`src/rtl/bridge_pkg.sv`:
```
package bridge_pkg;
    localparam int HALF_W = 32;
    localparam int REG_W  = 2 * HALF_W;
    localparam int RST_BIT = HALF_W - 1;

    typedef struct packed {
        logic [REG_W-1:0]  cnt;
        logic [HALF_W-1:0] snap;
        logic              snap_lo;
        logic              snap_vld;
    } cnt_state_t;

    typedef struct packed {
        logic [HALF_W-1:0] stage;
        logic [REG_W-1:0]  ctrl;
        logic [HALF_W-1:0] rdata;
        logic              rvld;
    } brg_state_t;
endpackage

```
`src/rtl/bridge_decode.sv`:
```
module bridge_decode #(
    parameter int ADDR_W   = 8,
    parameter int NUM_REGS = 4
) (
    input  logic [ADDR_W-1:0] addr,
    output logic              mapped,
    output logic              lo_word,
    output logic [ADDR_W-4:0] idx
);
    localparam int IDX_W = ADDR_W - 3;
    localparam logic [IDX_W-1:0] LAST = IDX_W'(NUM_REGS - 1);

    always_comb begin
        idx     = addr[ADDR_W-1:3];
        lo_word = addr[2];
        mapped  = (addr[1:0] == 2'b00) && (idx <= LAST);
    end
endmodule

```
`src/rtl/bridge_counter.sv`:
```
module bridge_counter
    import bridge_pkg::*;
(
    input  logic              clk,
    input  logic              rst_n,
    input  logic              inc,
    input  logic              clr,
    input  logic              rd_en,
    input  logic              rd_lo,
    output logic [HALF_W-1:0] rd_data
);
    cnt_state_t s_d, s_q;

    always_comb begin
        s_d     = s_q;
        rd_data = '0;
        if (clr) begin
            s_d.cnt      = '0;
            s_d.snap_vld = 1'b0;
        end else begin
            if (inc) s_d.cnt = s_q.cnt + REG_W'(1);
            if (rd_en) begin
                if (s_q.snap_vld && (s_q.snap_lo == rd_lo)) begin
                    rd_data      = s_q.snap;
                    s_d.snap_vld = 1'b0;
                end else begin
                    rd_data      = rd_lo ? s_q.cnt[HALF_W-1:0] : s_q.cnt[REG_W-1:HALF_W];
                    s_d.snap     = rd_lo ? s_q.cnt[REG_W-1:HALF_W] : s_q.cnt[HALF_W-1:0];
                    s_d.snap_lo  = !rd_lo;
                    s_d.snap_vld = 1'b1;
                end
            end
        end
    end

    always_ff @(posedge clk or negedge rst_n) begin
        if (!rst_n) s_q <= '0;
        else        s_q <= s_d;
    end
endmodule

```
`src/rtl/wide_reg_bridge.sv`:
```
module wide_reg_bridge
    import bridge_pkg::*;
#(
    parameter int NUM_CNT = 3,
    parameter int ADDR_W  = 8
) (
    input  logic               clk,
    input  logic               rst_n,
    input  logic               bus_vld,
    input  logic               bus_wr,
    input  logic [ADDR_W-1:0]  bus_addr,
    input  logic [31:0]        bus_wdata,
    input  logic [NUM_CNT-1:0] cnt_inc,
    output logic [31:0]        bus_rdata,
    output logic               bus_rvld,
    output logic [63:0]        ctrl_value
);
    localparam int NUM_REGS = NUM_CNT + 1;
    localparam int IDX_W    = ADDR_W - 3;

    logic              mapped, lo_word;
    logic [IDX_W-1:0]  idx;
    logic              is_rd, ctrl_hit, commit, clr_req;
    logic [HALF_W-1:0] cnt_rd [NUM_CNT];
    logic [HALF_W-1:0] rd_mux;
    brg_state_t        s_d, s_q;

    bridge_decode #(.ADDR_W(ADDR_W), .NUM_REGS(NUM_REGS)) u_dec (
        .addr    (bus_addr),
        .mapped  (mapped),
        .lo_word (lo_word),
        .idx     (idx)
    );

    assign is_rd    = bus_vld && !bus_wr;
    assign ctrl_hit = bus_vld && bus_wr && mapped && (idx == '0);
    assign commit   = ctrl_hit && lo_word;
    assign clr_req  = commit && bus_wdata[RST_BIT];

    for (genvar g = 0; g < NUM_CNT; g++) begin : g_cnt
        bridge_counter u_cnt (
            .clk     (clk),
            .rst_n   (rst_n),
            .inc     (cnt_inc[g]),
            .clr     (clr_req),
            .rd_en   (is_rd && mapped && (idx == IDX_W'(g + 1))),
            .rd_lo   (lo_word),
            .rd_data (cnt_rd[g])
        );
    end

    always_comb begin
        rd_mux = '0;
        if (mapped) begin
            if (idx == '0) begin
                rd_mux = lo_word ? s_q.ctrl[HALF_W-1:0] : s_q.ctrl[REG_W-1:HALF_W];
            end
            for (int i = 0; i < NUM_CNT; i++) begin
                if (idx == IDX_W'(i + 1)) rd_mux = cnt_rd[i];
            end
        end
    end

    always_comb begin
        s_d       = s_q;
        s_d.rvld  = is_rd;
        s_d.rdata = is_rd ? rd_mux : '0;
        if (ctrl_hit && !lo_word) s_d.stage = bus_wdata;
        if (commit) s_d.ctrl = {s_q.stage, 1'b0, bus_wdata[RST_BIT-1:0]};
    end

    always_ff @(posedge clk or negedge rst_n) begin
        if (!rst_n) s_q <= '0;
        else        s_q <= s_d;
    end

    assign bus_rdata  = s_q.rdata;
    assign bus_rvld   = s_q.rvld;
    assign ctrl_value = s_q.ctrl;
endmodule

```
`config.mk`:
```
export PLATFORM = sky130hd
export DESIGN_NAME = wide_reg_bridge
export DESIGN_NICKNAME = d
export VERILOG_FILES = /design/src/rtl/bridge_pkg.sv /design/src/rtl/bridge_decode.sv /design/src/rtl/bridge_counter.sv /design/src/rtl/wide_reg_bridge.sv
export SDC_FILE = /design/constraint.sdc
export NUM_CORES = 1
export LEC_CHECK = 0
export ABC_CLOCK_PERIOD_IN_PS = 2300
export BUFFER_PORTS_ARGS = -buffer_cell sky130_fd_sc_hd__buf_2
export CAP_MARGIN = 20
export CORE_UTILIZATION = 44
export DETAILED_ROUTE_END_ITERATION = 12
export GPL_ROUTABILITY_DRIVEN = 0
export HOLD_SLACK_MARGIN = 0.12
export PLACE_DENSITY = 0.62
export REMOVE_ABC_BUFFERS = 1
export SLEW_MARGIN = 25
export SYNTH_ARGS = -nofsm -noshare
export SYNTH_HDL_FRONTEND = slang
export SYNTH_SLANG_ARGS = --single-unit
export TNS_END_PERCENT = 20
```
`constraint.sdc`:
```
create_clock -name clk -period 2.3 [get_ports clk]
set_clock_uncertainty 0.1 [all_clocks]
set_input_delay 0.46 -clock clk [delete_from_list [all_inputs] [get_ports clk]]
set_output_delay 0.46 -clock clk [all_outputs]
set_load 0.01 [all_outputs]
```
# Word-level counts from Yosys, hierarchy flattened
# Index checks and enable logic that the tools add are counted.
totals:
  input_bits: 47
  regBits: 422
  output_inout_bits: 97
  elab_cells: 95
op_classes:
  n_lt_le_gt_ge: 1
  n_bitwise: 4
  eq_ne: 6
  addsub: 3
  muxes: 37
  reduce_logical: 28
ops:
  columns: ["cell", "n"]
  rows:
  - ["$mux 32", 22]
  - ["$mux 64", 6]
  - ["$add 64x1->64 const B", 3]
  - ["$logic_and 1x1->1", 15]
  - ["$reduce_bool 2->1", 6]
  - ["$eq 5x2->1 const B", 2]
  - ["$mux 1", 9]
  - ["$reduce_and 3->1", 3]
  - ["$eq 5x1->1 const B", 1]
  - ["$le 5x2->1 const B", 1]
  - ["$logic_not 5->1", 1]
  - ["$not 1->1", 4]
  - ["$eq 1x1->1", 3]
  - ["$logic_not 1->1", 2]
  - ["$logic_not 2->1", 1]

# Logic depth before layout (Yosys ltp)
# Gate-level depths: netlist (run 1).
logic_depth:
  ltp_word: 12
  mapped_depth: 9
  depth_no_buf: 6

# Hierarchy
# From an unflattened synthesis (run 1), not the netlist that was laid out.
unflattened:
  cells_unflattened: 2498
  area_unflattened_um2: 24225.7
modules_own_cells:
  columns: ["mod", "area_each_um2", "n_inst", "seq_area_each_um2", "cells_per_inst"]
  rows:
  - ["bridge_counter", 5779.3, 3, 2452.4, 653]
  - ["wide_reg_bridge", 6831.6, 1, 3203.1, 531]
  - ["bridge_decode", 56.3, 1, 0.0, 8]

# Least setup slack after synthesis (run 1)
# No wires, ideal clock.
synth_path:
  path_type: "in2reg"
  start: "in bus_addr[6]"
  end: "reg g_cnt[1].u_cnt.s_q[10] (netlist bit)"
  n_path_buf: 2
  required_ns: 2.063
  setup_ns: 0.137
  arrival_time_ns: 2.105
  slack_ns: -0.042
  path_stages: 6
  path_cell_list: "or3_1 > or3_1 > clkbuf_1 > nor3_4 > clkbuf_1 > a21oi_1"
synth_via:
  elab_chain_len: 8
  elab_cells_between_ends: 12
  classes_between: "order compare: 1; eq/ne: 1; bitwise: 1; reduce/logical: 9"
synth_rtl:
  columns: ["element", "line", "source"]
  rows:
  - ["start, declared", "wide_reg_bridge.sv:11", "input logic [ADDR_W-1:0] bus_addr,"]
  - ["$le 5x2->1", "bridge_decode.sv:16", "mapped = (addr[1:0] == 2'b00) && (idx <= LAST);"]
  - ["$logic_and 1x1->1", "bridge_decode.sv:16", null]
  - ["$logic_and 1x1->1 (2 in a row)", "wide_reg_bridge.sv:36", "assign ctrl_hit = bus_vld && bus_wr && mapped && (idx == '0);"]
  - ["$logic_and 1x1->1", "wide_reg_bridge.sv:37", "assign commit = ctrl_hit && lo_word;"]
  - ["$logic_and 1x1->1", "wide_reg_bridge.sv:38", "assign clr_req = commit && bus_wdata[RST_BIT];"]
  - ["$not 1->1 (no source line)", null, null]
  - ["$reduce_and 3->1 (no source line) (*)", null, null]
  - ["end signal, assigned", "bridge_counter.sv:37", "if (!rst_n) s_q <= '0;"]
  - ["end signal, assigned", "bridge_counter.sv:38", "else s_q <= s_d;"]
  - ["end, declared", "bridge_counter.sv:12", "cnt_state_t s_d, s_q;"]
# Every way passes the cells marked *; elsewhere a longest branch is shown, timed or not.
# A chain may end at the register's enable or synchronous reset.

==> out/metrics.yaml, run 1 <==
floorplanning:
  dieArea_mm2: 0.05314
  fp.dieW_um: 230.5
  die_h_um: 230.5
  num_rows: 83
  num_io_pins: 144
  start_util: 0.4470
  fp.coreArea_mm2: 0.05141
worst_setup_path:
  worstPathArrival_ps: 2650
  rr_worst_depth: 7
  crit_path_start_kind: "primary input"
  endpoint: "bus_rdata[25]$_DFF_PN0_"
  r2r_setup_slack_ps: 80
  slowest_stage: "dlygate4sd3_1"
  end_kind: "flop"
  reg2reg_from: "g_cnt[2].u_cnt.s_q[35]$_DFFE_PN0P_"
  worst-path-max-fanout: 6
  cp_slowest_stage_delay_ps: 520
  crit_path_frequent_cell: "buf_4"
  path_cells: "dlygate4sd3_1 -> buf_2 -> or3b_4 -> buf_4 -> nor3_4 -> nand2_1 -> buf_4 -> o22ai_1"
  worstSetupPathType: "in2reg"
  startpoint: "bus_vld"
  rr_endpoint: "g_cnt[2].u_cnt.s_q[96]$_DFFE_PN0P_"
  worstPathRequired_ps: 2710
clocking:
  cts-root-buf: "clkbuf_16"
  cts_tree: "done"
  htreeDepth: 2
  cts_buffer_depth: 3
  path_clk_slew_ps: 70
  numCtsBuffers: 47
  clock_latency_ps: 610
  cts_num_sinks: 422
timing:
  maxSlewViolCount: 0
  worstMarginPinSlew_ps: 675.2
  setup_viol: 0
  hold_ws_ps: 201.2
  finalHoldViolations: 0
  rsz0062_at_grt: "yes"
  period_minus_slack_ps: 2235
  finalCritPeriodShare: 0.9718
  max_freq_mhz: 447.4
  slew_headroom: 0.5451
synthesis:
  synth.cell_area_mm2: 0.02298
  avgSynthCellArea_um2: 9.729
  synthArstFlopShare: 1.000
  ys_dominant_reg_cell: "dfrtp_1"
  yosysWarningCount: 0
  synth_edf_count: 0
  yosysUniqueCellTypes: 58
  syn_inst: 2362
  ys_seq_elements: 422
  yosysSeqAreaShare: 0.4595
run:
  max-cap-violations: 0
placement:
  numPortBuffers: 142
  hpwl_um: 51390
  placed_area_mm2: 0.02609
global_routing:
  grt_pass1_wl_um: 112200
  track_usage: 0.2687
  grt_overflow_total: 0
  grt_start_max_net_pins: 83
  grt_antenna_before_repair: 1
  grt_pass1_vias: 19530
route:
  drtAntennaViolNets: 0
  wl_per_cell_um: 20.93
  drc: 0
  first_pass_iters: 5
  routed_wl_um: 71000
  vias_per_cell: 5.797
  drtIter0Drc: 1611
  vias: 19660
cells_and_area:
  final_area_mm2: 0.02832
  area_growth_pct: 23.26
  layout.nets: 2724
  drive_gt1_frac: 0.2707
  nFillCells: 4478
pwr:
  p_seq_frac: 0.439
  p_int_mw: 13.39
  comb_power_share: 0.112
  pwr-share-clk: 0.449
  powerDensity_mw_per_mm2: 636.5
  p_leak_nw: 13.20
  sw_frac_of_total: 0.2573
  power_switching_mw: 4.638
  ir_drop_v: 0.0005839
hold_path:
  worstHoldPathType: "in2reg"
run_status:
  status: "finished clean"
[repair_timing]
action                                 in CTS  in global routing
gates resized for setup                     0                 37
setup endpoints to repair                   6                213
endpoints found under the hold margin     229                  0
pin swaps                                   2                 13
hold buffers                               35                  0
setup buffers                               3                  8
[critical path: cells and delay by family]
kind	cells	cell delay (ps)
compound gates	1	140
buf+inv	4	1110
simple gates	3	930
[cells by family (layout without fill, tap and decap cells)]
logic type / count (synthesis) / after routing / share of synthesized area
AO/OA/AOI/OAI: 459 / 459 / 0.1172
adder cells (fa/ha/maj): 3 / 3 / 0.001634
multiplexers: 294 / 294 / 0.1344
other: 1 / 2 / 0.0001632
XOR/XNOR: 111 / 111 / 0.04231
AND/OR/NAND/NOR: 790 / 790 / 0.1819
buffers and inverters: 282 / 631 / 0.06294
flip-flops: 422 / 422 / 0.4595
[routing by layer]
layer | GRT usage | wire length [µm]
met5 | 0 | 0
met4 | 0.09272 | 2413
met3 | 0.04805 | 4585
met2 | 0.4274 | 32860
met1 | 0.3684 | 31140
[worst min path at each step]
stage,from,to,slack [ps],depth (start not counted)
floorplan,rst_n,bus_rdata[0]$_DFF_PN0_,60,0
global placement,rst_n,g_cnt[2].u_cnt.s_q[33]$_DFFE_PN0P_,320,1
detailed placement,rst_n,g_cnt[2].u_cnt.s_q[33]$_DFFE_PN0P_,320,1
CTS,cnt_inc[2],g_cnt[2].u_cnt.s_q[34]$_DFFE_PN0P_,170,4
global route,cnt_inc[2],g_cnt[2].u_cnt.s_q[34]$_DFFE_PN0P_,220,4
finish,cnt_inc[2],g_cnt[2].u_cnt.s_q[34]$_DFFE_PN0P_,200,4
[power groups by stage]
stage	Combinational (mW)	Sequential, mW	Clock [mW]
after floorplan	0.735	8.13	0
after global placement	1.87	8.01	0
after detailed placement	1.94	8.03	0
after CTS	2.00	7.90	8.20
after global routing	2.21	7.94	8.50
final	2.03	7.91	8.09
[state kept, by name, indices dropped and copies added (netlist names)]
name,flops
bus_rdata,32
ctrl_value,63
g_cnt.u_cnt.s_q,294
s_q,32
bus_rvld,1
[layout make-up]
class | count | area [µm²] | share of cell area
repair buffers | 518 | 4015 | 0.1418
clock buffers | 67 | 1393 | 0.04917
well taps | 680 | 850.8 | 0.03004
multi-input cells | 1658 | 11140 | 0.3933
diodes | 1 | 2.502 | 0.00008835
clock inverters | 19 | 260.3 | 0.009188
flip-flops and latches | 422 | 10560 | 0.3729
inverters | 27 | 101.3 | 0.003578
[synth_stat cells (54+ instances only)]
| library cell | count | area share |
|---|---|---|
| nand3_1 | 77 | 0.017 |
| o21ai_0 | 180 | 0.039 |
| buf_4 | 96 | 0.031 |
| nor2_1 | 196 | 0.032 |
| mux2_2 | 116 | 0.057 |
| xnor2_1 | 55 | 0.021 |
| dfrtp_1 | 422 | 0.46 |
| or3_1 | 66 | 0.018 |
| nand2_1 | 157 | 0.026 |
| mux2i_1 | 178 | 0.078 |
| a21oi_1 | 143 | 0.031 |
| nand4_1 | 84 | 0.023 |
| clkbuf_1 | 124 | 0.020 |
| xor2_1 | 56 | 0.021 |
| nor3_1 | 54 | 0.012 |
[cell usage in the layout (no fill, tap or decap), types with 19 or more instances in the layout]
master | synthesis | final
nand3_1 | 77 | 67
xor2_1 | 56 | 55
inv_1 | 26 | 26
dlygate4sd3_1 | 0 | 35
nor4_1 | 24 | 21
o22ai_1 | 31 | 31
mux2i_1 | 178 | 178
o21ai_0 | 180 | 179
o311a_1 | 24 | 24
mux2_2 | 116 | 116
a21oi_1 | 143 | 138
nor2b_1 | 19 | 19
buf_2 | 21 | 140
nand3b_1 | 25 | 25
buf_4 | 96 | 308
dfrtp_1 | 422 | 420
xnor2_1 | 55 | 54
o211ai_1 | 29 | 29
nor2_1 | 196 | 193
clkbuf_16 | 0 | 49
nor3_1 | 54 | 54
nand4_1 | 84 | 84
buf_12 | 0 | 27
nand2_1 | 157 | 157
or3_1 | 66 | 65
[stage by stage]
| stage | worst slack [ps] | setup TNS, ps | util | instances | power, mW |
|---|---|---|---|---|---|
| 3_3_place_gp | -195.0 | -14530 | 0.5075 | 3259 | 9.882 |
| 5_1_grt | -17.23 | -48.81 | 0.5510 | 3391 | 18.65 |
| 2_1_floorplan | -7634 | -1686240 | - | 2107 | 8.864 |
| 6_report | 64.78 | 0 | 0.5510 | 3392 | 18.03 |
| 4_1_cts | 9.831 | 0 | 0.5469 | 3383 | 18.10 |
| 3_5_place_dp | -228.1 | -32550 | 0.5075 | 3259 | 9.970 |
No activity file was read; power rests on OpenSTA's default activity.
==> inputs of run 2 (changes only) <==
CELL_PAD_IN_SITES_DETAIL_PLACEMENT = 2   (was unset)
CELL_PAD_IN_SITES_GLOBAL_PLACEMENT = 2   (was unset)
CORE_UTILIZATION = 36   (was 44)
PLACE_DENSITY = 0.76   (was 0.62)
==> out/metrics.yaml, run 2 (synthesized netlist as in run 1, its figures left out) <==
cells_and_area:
  mostFrequentLayoutCells: "dfrtp_1 (413), buf_4 (356), nor2_1 (193), mux2i_1 (178), o21ai_0 (176)"
  multi_input_area_mm2: 0.01128
  mostFrequentLayoutCell: "dfrtp_1"
  largest_register_ffs: 294
  utilization: 0.4648
  regArea_mm2: 0.01057
  final_area_mm2: 0.02932
  drive_gt1_frac: 0.3012
  area_growth_pct: 27.59
  regMostFlops: "g_cnt.u_cnt.s_q"
  nFillCells: 6507
  layout.nets: 2786
  finalNonFillerCells: 3621
route:
  drtIter0Drc: 1983
  routed_wl_um: 124200
  vias_per_cell: 6.377
  drtAntennaViolNets: 0
  vias: 23090
  wl_per_cell_um: 34.31
  drc: 0
  first_pass_iters: 7
placement:
  numPortBuffers: 142
  placedCellCount: 3469
  placed_area_mm2: 0.02674
  hpwl_um: 67220
clocking:
  clock_latency_ps: 650
  htreeDepth: 2
  cts_tree: "done"
  cts_num_sinks: 422
  cts_buffer_depth: 3
  numCtsBuffers: 51
  path_clk_slew_ps: 70
  cts-root-buf: "clkbuf_16"
timing:
  rsz0062_at_grt: "yes"
  period_minus_slack_ps: 2615
  finalCritPeriodShare: 1.137
  setup_viol: 74
  finalHoldViolations: 0
  max_freq_mhz: 382.4
  tns_ps: -9635
  setup_slack_ps: -314.9
  slew_headroom: 0.5034
  maxSlewViolCount: 0
  worstMarginPinSlew_ps: 724.3
floorplanning:
  num_io_pins: 144
  fp.coreArea_mm2: 0.06308
  fp.dieW_um: 254.7
  dieArea_mm2: 0.06485
  start_util: 0.3643
  num_rows: 92
  die_h_um: 254.7
hold_path:
  hold_start: "cnt_inc[0]"
  min_to: "g_cnt[0].u_cnt.s_q[36]$_DFFE_PN0P_"
  worstHoldPathType: "in2reg"
  hold_depth: 4
pwr:
  pwr-share-clk: 0.458
  p_seq_frac: 0.408
  power_mw: 19.59
  p_int_mw: 13.79
  power_switching_mw: 5.800
  powerDensity_mw_per_mm2: 668.2
  sw_frac_of_total: 0.2961
  ir_drop_v: 0.0007175
  comb_power_share: 0.134
  p_leak_nw: 13.55
global_routing:
  grt_pass1_vias: 24810
  grt_antenna_before_repair: 4
  grt_pass1_wl_um: 166800
  track_usage: 0.3454
  grt_start_max_net_pins: 83
  grt_overflow_total: 0
worst_setup_path:
  rr_endpoint: "g_cnt[2].u_cnt.s_q[74]$_DFFE_PN0P_"
  worstPathRequired_ps: 2680
  path_cells: "nand4_1 -> nor4_4 -> buf_4 -> buf_4 -> nand3_2 -> o311ai_0 -> o41ai_1"
  crit_path_start_kind: "flop"
  end_kind: "flop"
  slowest_stage: "o311ai_0"
  reg2reg_from: "g_cnt[2].u_cnt.s_q[58]$_DFFE_PN0P_"
  rr_worst_depth: 7
  worst-path-max-fanout: 8
  worstPathArrival_ps: 2990
  cp_slowest_stage_delay_ps: 510
  r2r_setup_slack_ps: -310
  worstSetupPathType: "reg2reg"
  crit_path_frequent_cell: "buf_4"
run:
  max-cap-violations: 0
run_status:
  status: "finished, violations left"
  violations: "negative setup slack"
run 2: per-stage QoR:
step	hold WS [ps]	setup slack (ps)
after floorplan	64.41	-7634
after global placement	264.3	-223.1
after detailed placement	272.7	-332.7
after CTS	185.9	-35.78
after global routing	211.0	-335.6
final	195.9	-314.9
run 2: how the worst max path moves through the flow:
stage                                               endpoint  cells past startpoint                               start  slack (ps)
final                     g_cnt[2].u_cnt.s_q[74]$_DFFE_PN0P_                      7  g_cnt[2].u_cnt.s_q[58]$_DFFE_PN0P_        -310
after global routing      g_cnt[2].u_cnt.s_q[74]$_DFFE_PN0P_                      7  g_cnt[2].u_cnt.s_q[58]$_DFFE_PN0P_        -340
after CTS                 g_cnt[2].u_cnt.s_q[56]$_DFFE_PN0P_                      7  g_cnt[2].u_cnt.s_q[35]$_DFFE_PN0P_         -40
after detailed placement             bus_rdata[26]$_DFF_PN0_                      8                         bus_addr[6]        -330
after global placement               bus_rdata[26]$_DFF_PN0_                      8                         bus_addr[6]        -220
after floorplan           g_cnt[2].u_cnt.s_q[75]$_DFFE_PN0P_                      5                         bus_addr[1]       -7630
run 2: repair_timing:
action,CTS,global route
hold buffers,32,0
setup buffers,9,18
hold endpoints to repair,414,0
gates resized for setup,16,63
setup endpoints to repair,43,90
gates cloned,0,1
pin swaps,8,23
run 2: power groups by stage:
stage | Sequential, mW | Combinational (mW) | Clock (mW)
floorplan | 8.13 | 0.735 | 0
global placement | 8.01 | 1.96 | 0
detailed placement | 8.06 | 2.13 | 0
CTS | 7.95 | 2.32 | 8.79
global route | 8.01 | 2.71 | 9.23
finish | 8.00 | 2.62 | 8.97
run 2: worst max-delay path, delay by kind of cell, from the launching register on:
kind                   cells  cell delay [ps]
DFF                        1              450
buffers and inverters      2              420
and+or+nand+nor            3              820
AOI/OAI and AO/OA          2              670
run 2: cell type report:
type / count / area share
multi-input combinational: 1658 / 0.3846
timing repair buffer: 576 / 0.1555
sequential: 422 / 0.3606
antenna: 3 / 0.0002560
clock buffer: 73 / 0.05112
inverter: 27 / 0.003457
tap: 846 / 0.03610
clock inverter: 16 / 0.008364
run 2: per-layer routing:
layer | vias to the layer above | part of all wire | GRT usage
li1 | 9172 | - | -
met1 | 12030 | 0.37 | 0.3986
met2 | 1303 | 0.48 | 0.5921
met3 | 587 | 0.073 | 0.06532
met4 | 2 | 0.081 | 0.2115
met5 | - | 0.00010 | 0
==> inputs of run 3 (changes only) <==
==> constraint.sdc (replaced) <==
create_clock -name clk -period 2.3 [get_ports clk]
set_clock_uncertainty 0.1 [all_clocks]
set_input_delay 0.23 -clock clk [delete_from_list [all_inputs] [get_ports clk]]
set_output_delay 0.23 -clock clk [all_outputs]
set_load 0.01 [all_outputs]
==> out/metrics.yaml, run 3 (synthesized netlist as in run 1, its figures left out) <==
run_status:
  status: "finished, violations left"
  violations: "negative setup slack"
floorplanning:
  fp.coreArea_mm2: 0.06308
  fp.dieW_um: 254.7
  die_h_um: 254.7
  num_io_pins: 144
  start_util: 0.3643
  num_rows: 92
  dieArea_mm2: 0.06485
worst_setup_path:
  startpoint: "bus_vld"
  rr_worst_depth: 7
  endpoint: "ctrl_value[24]$_DFFE_PN0N_"
  crit_path_start_kind: "primary input"
  r2r_setup_slack_ps: -250
  rr_endpoint: "g_cnt[2].u_cnt.s_q[97]$_DFFE_PN0P_"
  reg2reg_from: "g_cnt[2].u_cnt.s_q[73]$_DFFE_PN0P_"
  worstSetupPathType: "in2reg"
  end_kind: "flop"
  worst-path-max-fanout: 63
  worstPathArrival_ps: 3000
  worstPathRequired_ps: 2710
route:
  vias_per_cell: 6.329
  routed_wl_um: 122000
  drtAntennaViolNets: 0
  drc: 0
  wl_per_cell_um: 33.97
  drtIter0Drc: 1637
  first_pass_iters: 5
  vias: 22740
timing:
  slew_headroom: 0.2635
  rsz0062_at_grt: "yes"
  worstMarginPinSlew_ps: 1105
  finalCritPeriodShare: 1.127
  setup_viol: 229
  period_minus_slack_ps: 2593
  max_freq_mhz: 385.6
  hold_ws_ps: 149.0
  maxSlewViolCount: 0
  finalHoldViolations: 0
  tns_ps: -27160
  setup_slack_ps: -293.0
clocking:
  numCtsBuffers: 51
  path_clk_slew_ps: 60
  clock_latency_ps: 660
  cts-root-buf: "clkbuf_16"
  cts_tree: "done"
  htreeDepth: 2
  cts_num_sinks: 422
  cts_buffer_depth: 3
cells_and_area:
  drive_gt1_frac: 0.3028
  mostFrequentLayoutCell: "dfrtp_1"
  regMostFlops: "g_cnt.u_cnt.s_q"
  layout.nets: 2756
  area_growth_pct: 27.39
  largest_register_ffs: 294
  mostFrequentLayoutCells: "dfrtp_1 (407), buf_4 (310), nor2_1 (191), mux2i_1 (178), o21ai_0 (171)"
global_routing:
  grt_use_met2: 0.5866
  grt_start_max_net_pins: 96
  grt_pass1_vias: 24360
  grt_pass1_wl_um: 163300
  grt_antenna_before_repair: 10
  top_usage_layer: "met2"
  track_usage: 0.3385
  use_met1: 0.3890
  grt_overflow_total: 0
  use_met3: 0.06726
pwr:
  ir_drop_v: 0.0006798
  powerDensity_mw_per_mm2: 664.8
  p_leak_nw: 13.43
placement:
  hpwl_um: 65310
  numPortBuffers: 142
hold_path:
  worstHoldPathType: "in2reg"
run:
  max-cap-violations: 0
[run 3: cell count changes in the layout (fill, tap and decap cells not counted), moves of 6 or more]
cell           previous run  this run
dfrtp_1                 413       407
buf_6                     8        19
a21oi_2                  17        24
buf_4                   356       310
a21oi_1                 125       118
dfrtp_2                   9        15
dlygate4sd3_1            32        40
[run 3: area by class of cell]
class | instances | area [µm²]
timing repair buffer | 546 | 4330
inverter | 27 | 101.3
antenna | 6 | 15.01
fill | 6464 | 33810
clock buffer | 73 | 1489
multi-input combinational | 1658 | 11470
tap | 846 | 1059
clock inverter | 15 | 230.2
sequential | 422 | 10580
[run 3: worst min path at each step]
| stage | from | endpoint | slack [ps] | depth (start not counted) |
|---|---|---|---|---|
| after detailed placement | rst_n | g_cnt[1].u_cnt.s_q[78]$_DFFE_PN0P_ | 60 | 1 |
| after floorplan | rst_n | bus_rdata[0]$_DFF_PN0_ | -170 | 0 |
| final | bus_addr[2] | g_cnt[2].u_cnt.s_q[1]$_DFFE_PN0P_ | 150 | 3 |
| after global routing | bus_addr[2] | g_cnt[2].u_cnt.s_q[1]$_DFFE_PN0P_ | 160 | 3 |
| after CTS | bus_addr[2] | g_cnt[2].u_cnt.s_q[1]$_DFFE_PN0P_ | 120 | 3 |
| after global placement | rst_n | g_cnt[1].u_cnt.s_q[78]$_DFFE_PN0P_ | 50 | 1 |
[run 3: routing by layer]
metal | routed length [µm] | part of all wire | vias to the layer above
met4 | 10030 | 0.082 | 12
met2 | 58780 | 0.48 | 1261
met1 | 44400 | 0.36 | 11780
met5 | 89 | 0.00073 | -
met3 | 8750 | 0.072 | 583
li1 | - | - | 9100
[run 3: through the flow]
stage | power [mW] | worst slack, ps | cell area (µm²) | util | cells
after floorplan | 8.864 | -7404 | 21630 | - | 2107
after global placement | 9.886 | -223.7 | 26230 | 0.4158 | 3411
after detailed placement | 10.07 | -334.5 | 26230 | 0.4158 | 3411
after CTS | 18.73 | -30.28 | 28520 | 0.4521 | 3550
after global routing | 19.83 | -227.4 | 29260 | 0.4638 | 3587
final | 19.46 | -293.0 | 29270 | 0.4641 | 3593
[run 3: critical path: stages]
cell and delay [ps]:
dlygate4sd3_1 520, buf_2 210, nor4bb_1 560, nand4_1 290
buf_4 230, buf_4 420, mux2_2 440
[run 3: what timing repair did]
| action | 4_1_cts | 5_1_grt |
|---|---|---|
| endpoints found under the setup margin | 33 | 94 |
| pin swaps | 6 | 54 |
| buffers inserted | 9 | 34 |
| resized for setup | 17 | 121 |
| hold endpoints to repair | 503 | 0 |
| cloned | 1 | 3 |
| hold buffers | 41 | 0 |
[run 3: where the power goes]
group | internal, mW | leakage [nW] | total, mW | switching (mW)
logic | 1.06 | 6.82 | 2.57 | 1.52
clock network | 4.96 | 0.851 | 8.89 | 3.93
registers | 7.70 | 5.76 | 8.00 | 0.300
